### config.mk
export PLATFORM = sky130hd
export DESIGN_NAME = ccr_access_ctrl
export DESIGN_NICKNAME = d
export VERILOG_FILES = /design/src/rtl/ccr_pkg.sv /design/src/rtl/ccr_addr_ptr.sv /design/src/rtl/ccr_wr_buffer.sv /design/src/rtl/ccr_wen_guard.sv /design/src/rtl/ccr_access_ctrl.sv
export SDC_FILE = /design/constraint.sdc
export NUM_CORES = 1
export LEC_CHECK = 0
export BUFFER_PORTS_ARGS = -buffer_cell sky130_fd_sc_hd__buf_2
export CORE_MARGIN = 2
export CORE_UTILIZATION = 30
export DETAILED_ROUTE_END_ITERATION = 8
export GPL_TIMING_DRIVEN = 0
export PLACE_DENSITY_LB_ADDON = 0.25
export SLEW_MARGIN = 20
export SYNTH_ARGS = -nofsm -noshare
export SYNTH_HDL_FRONTEND = slang
export SYNTH_SLANG_ARGS = --single-unit
### constraint.sdc
create_clock -name clk_i -period 3.99 [get_ports clk_i]
set_input_delay 0.399 -clock clk_i [delete_from_list [all_inputs] [get_ports clk_i]]
set_output_delay 0.399 -clock clk_i [all_outputs]
set_load 0.1 [all_outputs]
### src/rtl/ccr_pkg.sv
package ccr_pkg;
  localparam int unsigned ADDR_W = 8;
  typedef logic [ADDR_W-1:0] addr_t;

  localparam logic [7:0] SEL_PAT  = 8'hDE;
  localparam logic [7:0] SEL_MASK = 8'hFE;

  localparam addr_t AL0_BASE = 8'h00;
  localparam addr_t AL1_BASE = 8'h08;
  localparam addr_t CTL_BASE = 8'h10;
  localparam addr_t RTC_BASE = 8'h30;
  localparam addr_t STS_BASE = 8'h3F;

  typedef enum logic [2:0] {SEC_AL0, SEC_AL1, SEC_CTL, SEC_RTC, SEC_STS, SEC_NONE} sec_e;

  function automatic sec_e sec_of(input addr_t a);
    if (a < AL1_BASE)                        return SEC_AL0;
    else if (a < CTL_BASE)                   return SEC_AL1;
    else if (a < CTL_BASE + 8'd2)            return SEC_CTL;
    else if (a >= RTC_BASE && a < RTC_BASE + 8'd8) return SEC_RTC;
    else if (a == STS_BASE)                  return SEC_STS;
    else                                     return SEC_NONE;
  endfunction

  function automatic addr_t sec_base(input sec_e s);
    case (s)
      SEC_AL1: return AL1_BASE;
      SEC_CTL: return CTL_BASE;
      SEC_RTC: return RTC_BASE;
      SEC_STS: return STS_BASE;
      default: return AL0_BASE;
    endcase
  endfunction

  function automatic addr_t sec_size(input sec_e s);
    case (s)
      SEC_CTL:  return 8'd2;
      SEC_STS:  return 8'd1;
      SEC_NONE: return 8'd1;
      default:  return 8'd8;
    endcase
  endfunction

  // next address with wrap inside the section
  function automatic addr_t next_addr(input addr_t a);
    sec_e  s;
    addr_t off;
    s   = sec_of(a);
    off = a - sec_base(s);
    if (off + 8'd1 == sec_size(s)) return sec_base(s);
    return a + 8'd1;
  endfunction
endpackage

### src/rtl/ccr_addr_ptr.sv
module ccr_addr_ptr
  import ccr_pkg::*;
(
  input  logic  clk_i,
  input  logic  rst_ni,
  input  logic  load_i,
  input  addr_t load_addr_i,
  input  logic  step_i,
  output addr_t ptr_o,
  output sec_e  sec_o
);
  addr_t ptr_q;

  always_ff @(posedge clk_i or negedge rst_ni) begin
    if (!rst_ni)     ptr_q <= '0;
    else if (load_i) ptr_q <= load_addr_i;
    else if (step_i) ptr_q <= next_addr(ptr_q);
  end

  assign ptr_o = ptr_q;
  assign sec_o = sec_of(ptr_q);

  assert_step_stays_in_section_R3: assert property (@(posedge clk_i) disable iff (!rst_ni)
    (step_i && !load_i) |=> (sec_of(ptr_q) == $past(sec_of(ptr_q))));
endmodule

### src/rtl/ccr_wr_buffer.sv
module ccr_wr_buffer
  import ccr_pkg::*;
#(
  parameter int unsigned DW   = 8,
  parameter int unsigned PAGE = 8,
  localparam int unsigned OW  = $clog2(PAGE)
) (
  input  logic               clk_i,
  input  logic               rst_ni,
  input  logic               clear_i,
  input  logic               wr_i,
  input  logic [OW-1:0]      off_i,
  input  logic [DW-1:0]      data_i,
  input  addr_t              base_i,
  input  logic               commit_i,
  output logic               any_o,
  output addr_t              base_o,
  output logic [DW-1:0]      slot0_o,
  output logic               commit_o,
  output addr_t              commit_base_o,
  output logic [PAGE-1:0]    commit_mask_o,
  output logic [PAGE*DW-1:0] commit_data_o
);
  logic [PAGE-1:0]    mask_q;
  logic [PAGE*DW-1:0] data_q;
  addr_t              base_q;

  for (genvar i = 0; i < PAGE; i++) begin : g_slot
    always_ff @(posedge clk_i or negedge rst_ni) begin
      if (!rst_ni) begin
        mask_q[i]              <= 1'b0;
        data_q[i*DW +: DW]     <= '0;
      end else if (clear_i) begin
        mask_q[i]              <= 1'b0;
      end else if (wr_i && off_i == OW'(i)) begin
        mask_q[i]              <= 1'b1;
        data_q[i*DW +: DW]     <= data_i;
      end
    end
  end

  always_ff @(posedge clk_i or negedge rst_ni) begin
    if (!rst_ni) begin
      base_q        <= '0;
      commit_o      <= 1'b0;
      commit_base_o <= '0;
      commit_mask_o <= '0;
      commit_data_o <= '0;
    end else begin
      if (wr_i && !clear_i) base_q <= base_i;
      commit_o <= commit_i;
      if (commit_i) begin
        commit_base_o <= base_q;
        commit_mask_o <= mask_q;
        commit_data_o <= data_q;
      end
    end
  end

  assign any_o   = |mask_q;
  assign base_o  = base_q;
  assign slot0_o = data_q[DW-1:0];

  assert_commit_has_bytes_R6: assert property (@(posedge clk_i) disable iff (!rst_ni)
    commit_o |-> (commit_mask_o != '0));
endmodule

### src/rtl/ccr_wen_guard.sv
module ccr_wen_guard #(
  parameter int unsigned DW = 8
) (
  input  logic          clk_i,
  input  logic          rst_ni,
  input  logic          sts_wr_i,
  input  logic [DW-1:0] sts_data_i,
  output logic          wel_o,
  output logic          rwel_o
);
  localparam logic [DW-1:0] STEP1 = DW'(8'h02);
  localparam logic [DW-1:0] STEP2 = DW'(8'h06);

  always_ff @(posedge clk_i or negedge rst_ni) begin
    if (!rst_ni) begin
      wel_o  <= 1'b0;
      rwel_o <= 1'b0;
    end else if (sts_wr_i) begin
      if (sts_data_i == STEP1) begin
        wel_o  <= 1'b1;
        rwel_o <= 1'b0;
      end else if (sts_data_i == STEP2 && wel_o) begin
        wel_o  <= 1'b1;
        rwel_o <= 1'b1;
      end else begin
        wel_o  <= 1'b0;
        rwel_o <= 1'b0;
      end
    end
  end

  assert_rwel_needs_wel_R8: assert property (@(posedge clk_i) disable iff (!rst_ni)
    $rose(rwel_o) |-> $past(wel_o));
endmodule

### src/rtl/ccr_access_ctrl.sv
module ccr_access_ctrl
  import ccr_pkg::*;
#(
  parameter int unsigned DW   = 8,
  parameter int unsigned PAGE = 8,
  localparam int unsigned OW  = $clog2(PAGE)
) (
  input  logic               clk_i,
  input  logic               rst_ni,
  input  logic               dev_sel_i,
  input  logic [7:0]         dev_byte_i,
  input  logic               addr_load_i,
  input  logic [7:0]         addr_i,
  input  logic               rd_i,
  input  logic               wr_i,
  input  logic [DW-1:0]      wr_data_i,
  input  logic               stop_i,
  output logic [7:0]         rd_addr_o,
  output logic               term_o,
  output logic               wel_o,
  output logic               rwel_o,
  output logic               commit_o,
  output logic [7:0]         commit_base_o,
  output logic [PAGE-1:0]    commit_mask_o,
  output logic [PAGE*DW-1:0] commit_data_o
);
  logic  op_sel_q, term_q, addr_ok_q, sts_hit_q;
  addr_t ptr;
  sec_e  ptr_sec;
  addr_t off_full;
  logic  buf_any, buf_sts;
  addr_t buf_base;
  logic [DW-1:0] buf_slot0;

  logic sel_hit, live, acc, ld, bad_ld, sts_again, wr_noaddr, viol, do_acc;
  logic stop_ev, commit_go, buf_clear;

  assign sel_hit   = (dev_byte_i & SEL_MASK) == SEL_PAT;
  assign live      = op_sel_q & ~term_q & ~stop_i & ~dev_sel_i;
  assign acc       = (rd_i | wr_i) & live;
  assign ld        = addr_load_i & live;
  assign bad_ld    = ld & (sec_of(addr_i) == SEC_NONE);
  assign sts_again = acc & (ptr_sec == SEC_STS) & sts_hit_q;
  assign wr_noaddr = acc & wr_i & ~addr_ok_q;
  assign viol      = sts_again | wr_noaddr | bad_ld;
  assign do_acc    = acc & ~sts_again & ~wr_noaddr;

  assign stop_ev   = stop_i & op_sel_q & ~term_q;
  assign buf_sts   = buf_base == STS_BASE;
  assign commit_go = stop_ev & buf_any & (buf_sts | (wel_o & rwel_o));
  assign buf_clear = dev_sel_i | stop_i | viol | ld;
  assign off_full  = ptr - sec_base(ptr_sec);

  always_ff @(posedge clk_i or negedge rst_ni) begin
    if (!rst_ni) begin
      op_sel_q  <= 1'b0;
      term_q    <= 1'b0;
      addr_ok_q <= 1'b0;
      sts_hit_q <= 1'b0;
    end else if (dev_sel_i) begin
      op_sel_q  <= sel_hit;
      term_q    <= 1'b0;
      addr_ok_q <= 1'b0;
      sts_hit_q <= 1'b0;
    end else if (stop_i) begin
      op_sel_q  <= 1'b0;
    end else begin
      if (viol) term_q <= 1'b1;
      if (ld && !bad_ld) begin
        addr_ok_q <= 1'b1;
        sts_hit_q <= 1'b0;
      end else if (do_acc && ptr_sec == SEC_STS) begin
        sts_hit_q <= 1'b1;
      end
    end
  end

  ccr_addr_ptr i_ptr (
    .clk_i       (clk_i),
    .rst_ni      (rst_ni),
    .load_i      (ld & ~bad_ld),
    .load_addr_i (addr_i),
    .step_i      (do_acc),
    .ptr_o       (ptr),
    .sec_o       (ptr_sec)
  );

  ccr_wr_buffer #(.DW(DW), .PAGE(PAGE)) i_buf (
    .clk_i         (clk_i),
    .rst_ni        (rst_ni),
    .clear_i       (buf_clear),
    .wr_i          (do_acc & wr_i),
    .off_i         (off_full[OW-1:0]),
    .data_i        (wr_data_i),
    .base_i        (sec_base(ptr_sec)),
    .commit_i      (commit_go),
    .any_o         (buf_any),
    .base_o        (buf_base),
    .slot0_o       (buf_slot0),
    .commit_o      (commit_o),
    .commit_base_o (commit_base_o),
    .commit_mask_o (commit_mask_o),
    .commit_data_o (commit_data_o)
  );

  ccr_wen_guard #(.DW(DW)) i_guard (
    .clk_i      (clk_i),
    .rst_ni     (rst_ni),
    .sts_wr_i   (commit_go & buf_sts),
    .sts_data_i (buf_slot0),
    .wel_o      (wel_o),
    .rwel_o     (rwel_o)
  );

  assign rd_addr_o = ptr;
  assign term_o    = term_q;

  assert_term_blocks_commit_R11: assert property (@(posedge clk_i) disable iff (!rst_ni)
    term_o |-> !commit_o);
  assert_protected_needs_rwel_R7: assert property (@(posedge clk_i) disable iff (!rst_ni)
    (commit_o && commit_base_o != STS_BASE) |-> (wel_o && rwel_o));
  assert_sts_second_term_R5: assert property (@(posedge clk_i) disable iff (!rst_ni)
    (acc && ptr_sec == SEC_STS && sts_hit_q) |=> (term_o && $stable(rd_addr_o)));
  assert_bad_addr_holds_ptr_R2: assert property (@(posedge clk_i) disable iff (!rst_ni)
    bad_ld |=> (term_o && $stable(rd_addr_o)));
endmodule

==> flow_metrics.tcl, run 1 <==
set metrics [dict create \
    status "completed" \
    crit_required_ns 4.29 \
    clk_pin_slew_worst_paths_ns 0.07 \
    dp_hpwl_um 12500 \
    min_path_cells 3 \
    seq_area_frac_synth_pct 55.8 \
    max_cap_viol_count 0 \
    clockBufferDepth 2 \
    die_x_um 162 \
    reg2reg_slack_ns 0.21 \
    drc 0 \
    clkSinkCount 167 \
    hp-start "addr_i[0]" \
    synth_area_leaders "dfrtp_1 (56%), mux2_2 (17%), mux2_4 (6.4%), ha_1 (2.7%), nand2_1 (1.8%)" \
    maxSlewViolCount 0 \
    initial_core_util_pct 30.7 \
    async_reset_ff_share_pct 100 \
    synthTopCellsByCount "dfrtp_1 (167), mux2_2 (110), nand2_1 (36)" \
    yosysTopAreaCellShare_pct 55.8 \
    fin_worst_skew_ns 0.0116 \
    ios 123 \
    fp.coreArea_mm2 0.0244 \
    syn_inst 557 \
    grt_max_degree 97 \
    viasPerCell 4.66 \
    wirelength_um 17800 \
    final_util_pct 37.6 \
    fin_crit_ns 3.78 \
    grt_pass1_wl_um 28400 \
    finalNetCount 746 \
    grt_pass1_vias 4872 \
    r2r-end "i_ptr.ptr_o[3]" \
    critical_path.startpoint_type "register" \
    first_iter_violations 294 \
    leakagePower_uw 0.00480 \
    worstReg2RegStart "i_ptr.ptr_o[1]" \
    syn_area_mm2 0.00750 \
    synth_warnings 0 \
    nFillCells 2409 \
    avgSynthCellArea_um2 13.5 \
    n_antenna_cell 0 \
    drt.antenna.violating_nets 0 \
    wl_per_cell_um 17.2 \
    setup.worst_path.end_class "register" \
    drive_above_1_share_pct 47.6 \
    synth_flop_cell "dfrtp_1" \
    r2r_cells 15 \
    ys_types 58 \
    chipHeight_um 162 \
    power.total_uw 3470 \
    hold_class "input port to register" \
    peakVddDrop_mv 0.270 \
    rows 57 \
    worstMarginPinSlew_ns 0.710 \
    arrival_ns 4.08 \
    critPathKind "register to register" \
    powerDensity_mw_per_mm2 378 \
    setup_viol 0 \
    htreeDepth 4 \
    cts_buffers 17 \
    areaGrowthSynthToFinish_pct 22.3 \
    num_vias 4822 \
    track_usage_pct 14.2 \
    cts_tree "done" \
    max-slew-margin-rel_pct 52.6 \
    die_area_mm2 0.0263 \
    gp_congestion 0.772 \
    firstDrtPassIters 4 \
    period_share_pct 94.7 \
    grt_antenna_before_repair 0 \
    synthMostInstantiatedCell "dfrtp_1" \
    crit_fanout 10 \
    synth.largest_area_cell "dfrtp_1" \
    rsz0062_at_grt "no" \
    yosys_register_bits 167 \
    synth_edf_count 0 \
    whs_endpoint "i_ptr.ptr_o[0]" \
    io_buffers 119 \
    hold_viol 0 \
    max_freq_mhz 265 \
    clk_latency_ns 0.42 \
    root_buffer "clkbuf_16" \
    grt_remaining_overflow 0 \
]
==> repair_timing <==
| item | in CTS | in global routing |
|---|---|---|
| endpoints found under the setup margin | 7 | 8 |
| buffers inserted | 0 | 0 |
| pin swaps | 0 | 1 |
| endpoints found under the hold margin | 71 | 0 |
| resized for setup | 2 | 5 |
| hold buffers | 1 | 0 |
==> where the power goes <==
part	total (µW)	switching, µW	internal [µW]
logic	141	105	36.0
registers	1700	3.18	1690
clock network	1630	717	912
total	3470	826	2640
==> final cells by class <==
type                            count  area (µm²)  share of cell area (%)
Sequential cell                   167        4190                    45.7
Multi-Input combinational cell    348        3140                    34.2
Timing Repair Buffer              121         643                    7.01
Clock buffer                       19         453                    4.94
Tap cell                          324         405                    4.42
Buffer                             27         154                    1.68
Clock inverter                     13         134                    1.46
Inverter                           15        56.3                   0.614
==> flip-flops by register name, indices dropped and copies added (netlist names) <==
| signal | count |
|---|---|
| i_buf.commit_base_o | 4 |
| i_buf.commit_data_o | 64 |
| i_guard.rwel_o | 1 |
| i_buf.commit_mask_o | 8 |
| i_buf.data_q | 56 |
| op_sel_q | 1 |
| i_buf.mask_q | 8 |
| i_ptr.ptr_o | 8 |
| i_buf.base_o | 4 |
| term_o | 1 |
| sts_hit_q | 1 |
| i_guard.wel_o | 1 |
| i_buf.slot0_o | 8 |
| i_buf.commit_o | 1 |
| addr_ok_q | 1 |
==> critical path, stage by stage, from the launching register on <==
cell and delay (ns):
dfrtp_2 0.48, ha_1 0.24, nand3_2 0.15, nor2_4 0.21, nand3_4 0.18, inv_2 0.15
ha_1 0.13, inv_1 0.04, ha_1 0.21, fa_1 0.42, a211oi_2 0.29, o31ai_1 0.14
a21oi_2 0.25, xnor2_1 0.31, nand4_1 0.16, a31o_2 0.30
==> worst max path at each step <==
stage                              start        endpoint  slack, ns  cells past startpoint
after floorplan           i_ptr.ptr_o[1]  i_ptr.ptr_o[3]       0.09                     15
after global placement            rst_ni  i_ptr.ptr_o[1]      -0.61                      1
after detailed placement  i_ptr.ptr_o[1]  i_ptr.ptr_o[3]      -0.17                     15
after CTS                 i_ptr.ptr_o[1]  i_ptr.ptr_o[1]       0.04                     15
after global routing      i_ptr.ptr_o[6]  i_ptr.ptr_o[3]      0.003                     14
final                     i_ptr.ptr_o[1]  i_ptr.ptr_o[3]       0.21                     15
==> layout by cell type, fill, tap and decap left out, types with 3 or more instances in the layout <==
cell and count:
dfrtp_1 160, buf_2 130, mux2_2 110, nand2_1 36, mux2_4 32, nor2_1 17
clkbuf_16 17, o21ai_0 15, ha_1 15, inv_1 14, a21oi_1 8, clkbuf_1 8
nor3_1 7, nand3_1 7, o31ai_1 7, dfrtp_2 7, nand4_1 6, a21o_1 5
nor4_1 5, xnor2_1 5, or3_1 5, inv_6 5, nor2b_1 4, and3_1 4
buf_4 4, buf_6 3, a211o_1 3, xor2_1 3, nand2b_1 3, or2_2 3
a31o_2 3
==> cells by family after synthesis <==
kind of cell / synth area share [%]
adders and majority gates: 3.20
xor gates and xnor gates: 1.05
DFF: 55.8
and+or+nand+nor: 8.40
buffers and inverters: 2.85
muxes: 23.2
AOI/OAI and AO/OA: 5.49
other: 0.0500
==> through the flow <==
step | setup TNS, ns | setup slack, ns | cells | hold WS, ns | cell area [µm²]
after floorplan | 0 | 0.0859 | 558 | 0.103 | 7510
after CTS | 0 | 0.0379 | 1035 | 0.238 | 9160
after global routing | 0 | 0.00297 | 1034 | 0.261 | 9170
after global placement | -50.65 | -0.608 | 1001 | 0.485 | 8510
after detailed placement | -0.541 | -0.167 | 1002 | 0.419 | 8550
final | 0 | 0.213 | 1034 | 0.260 | 9170
==> per-layer routing <==
metal,vias to the layer above,track usage (%),wire length [µm]
met5,-,0,0
met4,0,4.75,226
met1,2423,19.9,8720
met3,15,4.06,1010
li1,2281,-,-
met2,103,21.0,7860
Note: power is estimated with default switching activity, not from simulation.
==> run 2: changes to the inputs <==
CELL_PAD_IN_SITES_DETAIL_PLACEMENT = 1   (was not set)
CELL_PAD_IN_SITES_GLOBAL_PLACEMENT = 1   (was not set)
HOLD_SLACK_MARGIN = 0.15   (was not set)
==> flow_metrics.tcl, run 2 (synthesized netlist as in run 1, its figures left out) <==
set metrics [dict create \
    whs_endpoint "i_ptr.ptr_o[0]" \
    gp_congestion 0.803 \
    htreeDepth 4 \
    stdcell_count 1035 \
    worstMarginPinSlew_ns 0.612 \
    crit_required_ns 4.31 \
    hp-start "addr_i[0]" \
    track_usage_pct 14.7 \
    drive_above_1_share_pct 48.2 \
    finalNetCount 747 \
    period_share_pct 96.3 \
    wl_per_cell_um 18.3 \
    maxSlewViolCount 0 \
    clockBufferDepth 2 \
    arrival_ns 4.16 \
    reg_top3 "i_buf.commit_data_o: 64 flops, i_buf.data_q: 56 flops" \
    r2r_cells 16 \
    power.total_uw 3500 \
    holdWs_ns 0.267 \
    io_buffers 119 \
    firstDrtPassIters 4 \
    leakagePower_uw 0.00482 \
    fin_crit_ns 3.84 \
    critical_path.startpoint_type "register" \
    final_common_cell "dfrtp_1" \
    areaGrowthSynthToFinish_pct 23.1 \
    hold_viol 0 \
    n_antenna_cell 0 \
    ios 123 \
    nFillCells 2639 \
    dp.cells 1002 \
    max_freq_mhz 260 \
    grt_antenna_before_repair 0 \
    drt.antenna.violating_nets 0 \
    r2r-end "i_ptr.ptr_o[4]" \
    clk_pin_slew_worst_paths_ns 0.08 \
    largest_reg_flops 64 \
    critPathKind "register to register" \
    status "completed" \
    rsz0062_at_grt "yes" \
    fp.coreArea_mm2 0.0244 \
    grt_remaining_overflow 0 \
    worstReg2RegStart "i_ptr.ptr_o[1]" \
    chipHeight_um 162 \
    root_buffer "clkbuf_16" \
    initial_core_util_pct 30.7 \
    max-slew-margin-rel_pct 59.2 \
    drc 0 \
    crit_fanout 10 \
    setup_viol 0 \
    max_cap_viol_count 0 \
    tns_ns 0 \
    clk_latency_ns 0.43 \
    cts_tree "done" \
    largest-register "i_buf.commit_data_o" \
    min_path_cells 3 \
    die_area_mm2 0.0263 \
    reg2reg_slack_ns 0.15 \
    dp_hpwl_um 13500 \
    first_iter_violations 186 \
    powerDensity_mw_per_mm2 379 \
    fin_worst_skew_ns 0.0156 \
    viasPerCell 4.80 \
    peakVddDrop_mv 0.246 \
    final_cell_mix "dfrtp_1 (160), buf_2 (130), mux2_2 (110)" \
    cts_buffers 17 \
    die_x_um 162 \
    hold_class "input port to register" \
    grt_max_degree 102 \
    rows 57 \
    num_vias 4966 \
    grt_pass1_vias 5308 \
    setup.worst_path.end_class "register" \
    wirelength_um 18900 \
    grt_pass1_wl_um 30000 \
    clkSinkCount 167 \
]
run 2: cell type report:
cell class / instances / area [µm²] / area share [%]
Multi-Input combinational cell: 348 / 3180 / 34.5
Clock buffer: 19 / 443 / 4.80
Buffer: 27 / 154 / 1.67
Clock inverter: 13 / 146 / 1.59
Tap cell: 324 / 405 / 4.39
Sequential cell: 167 / 4190 / 45.4
Timing Repair Buffer: 122 / 651 / 7.05
Inverter: 15 / 56.3 / 0.610
run 2: worst max-delay path by stage:
stage                   start              to  cells past startpoint
6_report       i_ptr.ptr_o[1]  i_ptr.ptr_o[4]                     16
5_1_grt        i_ptr.ptr_o[1]  i_ptr.ptr_o[4]                     16
4_1_cts        i_ptr.ptr_o[1]  i_ptr.ptr_o[3]                     15
3_5_place_dp   i_ptr.ptr_o[1]  i_ptr.ptr_o[5]                     15
3_3_place_gp           rst_ni  i_ptr.ptr_o[2]                      1
2_1_floorplan  i_ptr.ptr_o[1]  i_ptr.ptr_o[3]                     15
run 2: metrics by stage:
stage,cell area [µm²],util (%),worst slack [ns]
5_1_grt,9230,37.8,-0.0552
3_5_place_dp,8550,35.0,-0.275
4_1_cts,9180,37.6,0.0123
3_3_place_gp,8510,34.9,-0.317
6_report,9230,37.8,0.148
2_1_floorplan,7510,-,0.0859
run 2: routing by layer:
metal,track usage [%],routed length (µm),vias up
met5,0,0,-
met4,4.51,280,0
met3,2.30,476,25
met2,25.4,9530,87
met1,18.9,8610,2569
li1,-,-,2285
run 2: timing repair:
item / 4_1_cts / 5_1_grt
endpoints found under the setup margin: 8 / 8
resized for setup: 6 / 9
hold endpoints to repair: 66 / 0
pin swaps: 0 / 1
hold buffers: 1 / 0
buffers inserted: 0 / 1
run 2: critical path, cell delays in order, from the launching register on:
cell	delay (ns)
dfrtp_2	0.47
ha_1	0.25
nand3_2	0.15
nor2_4	0.22
nand3_4	0.19
inv_2	0.17
ha_1	0.14
inv_1	0.04
ha_1	0.22
fa_1	0.45
a211oi_4	0.32
o31ai_1	0.15
a21oi_2	0.13
buf_4	0.16
xor2_4	0.28
o31ai_1	0.13
a31o_2	0.28
run 2: power breakdown:
group          switching [µW]  internal [µW]
clock network             745            907
logic                     109           38.5
registers                3.08           1690
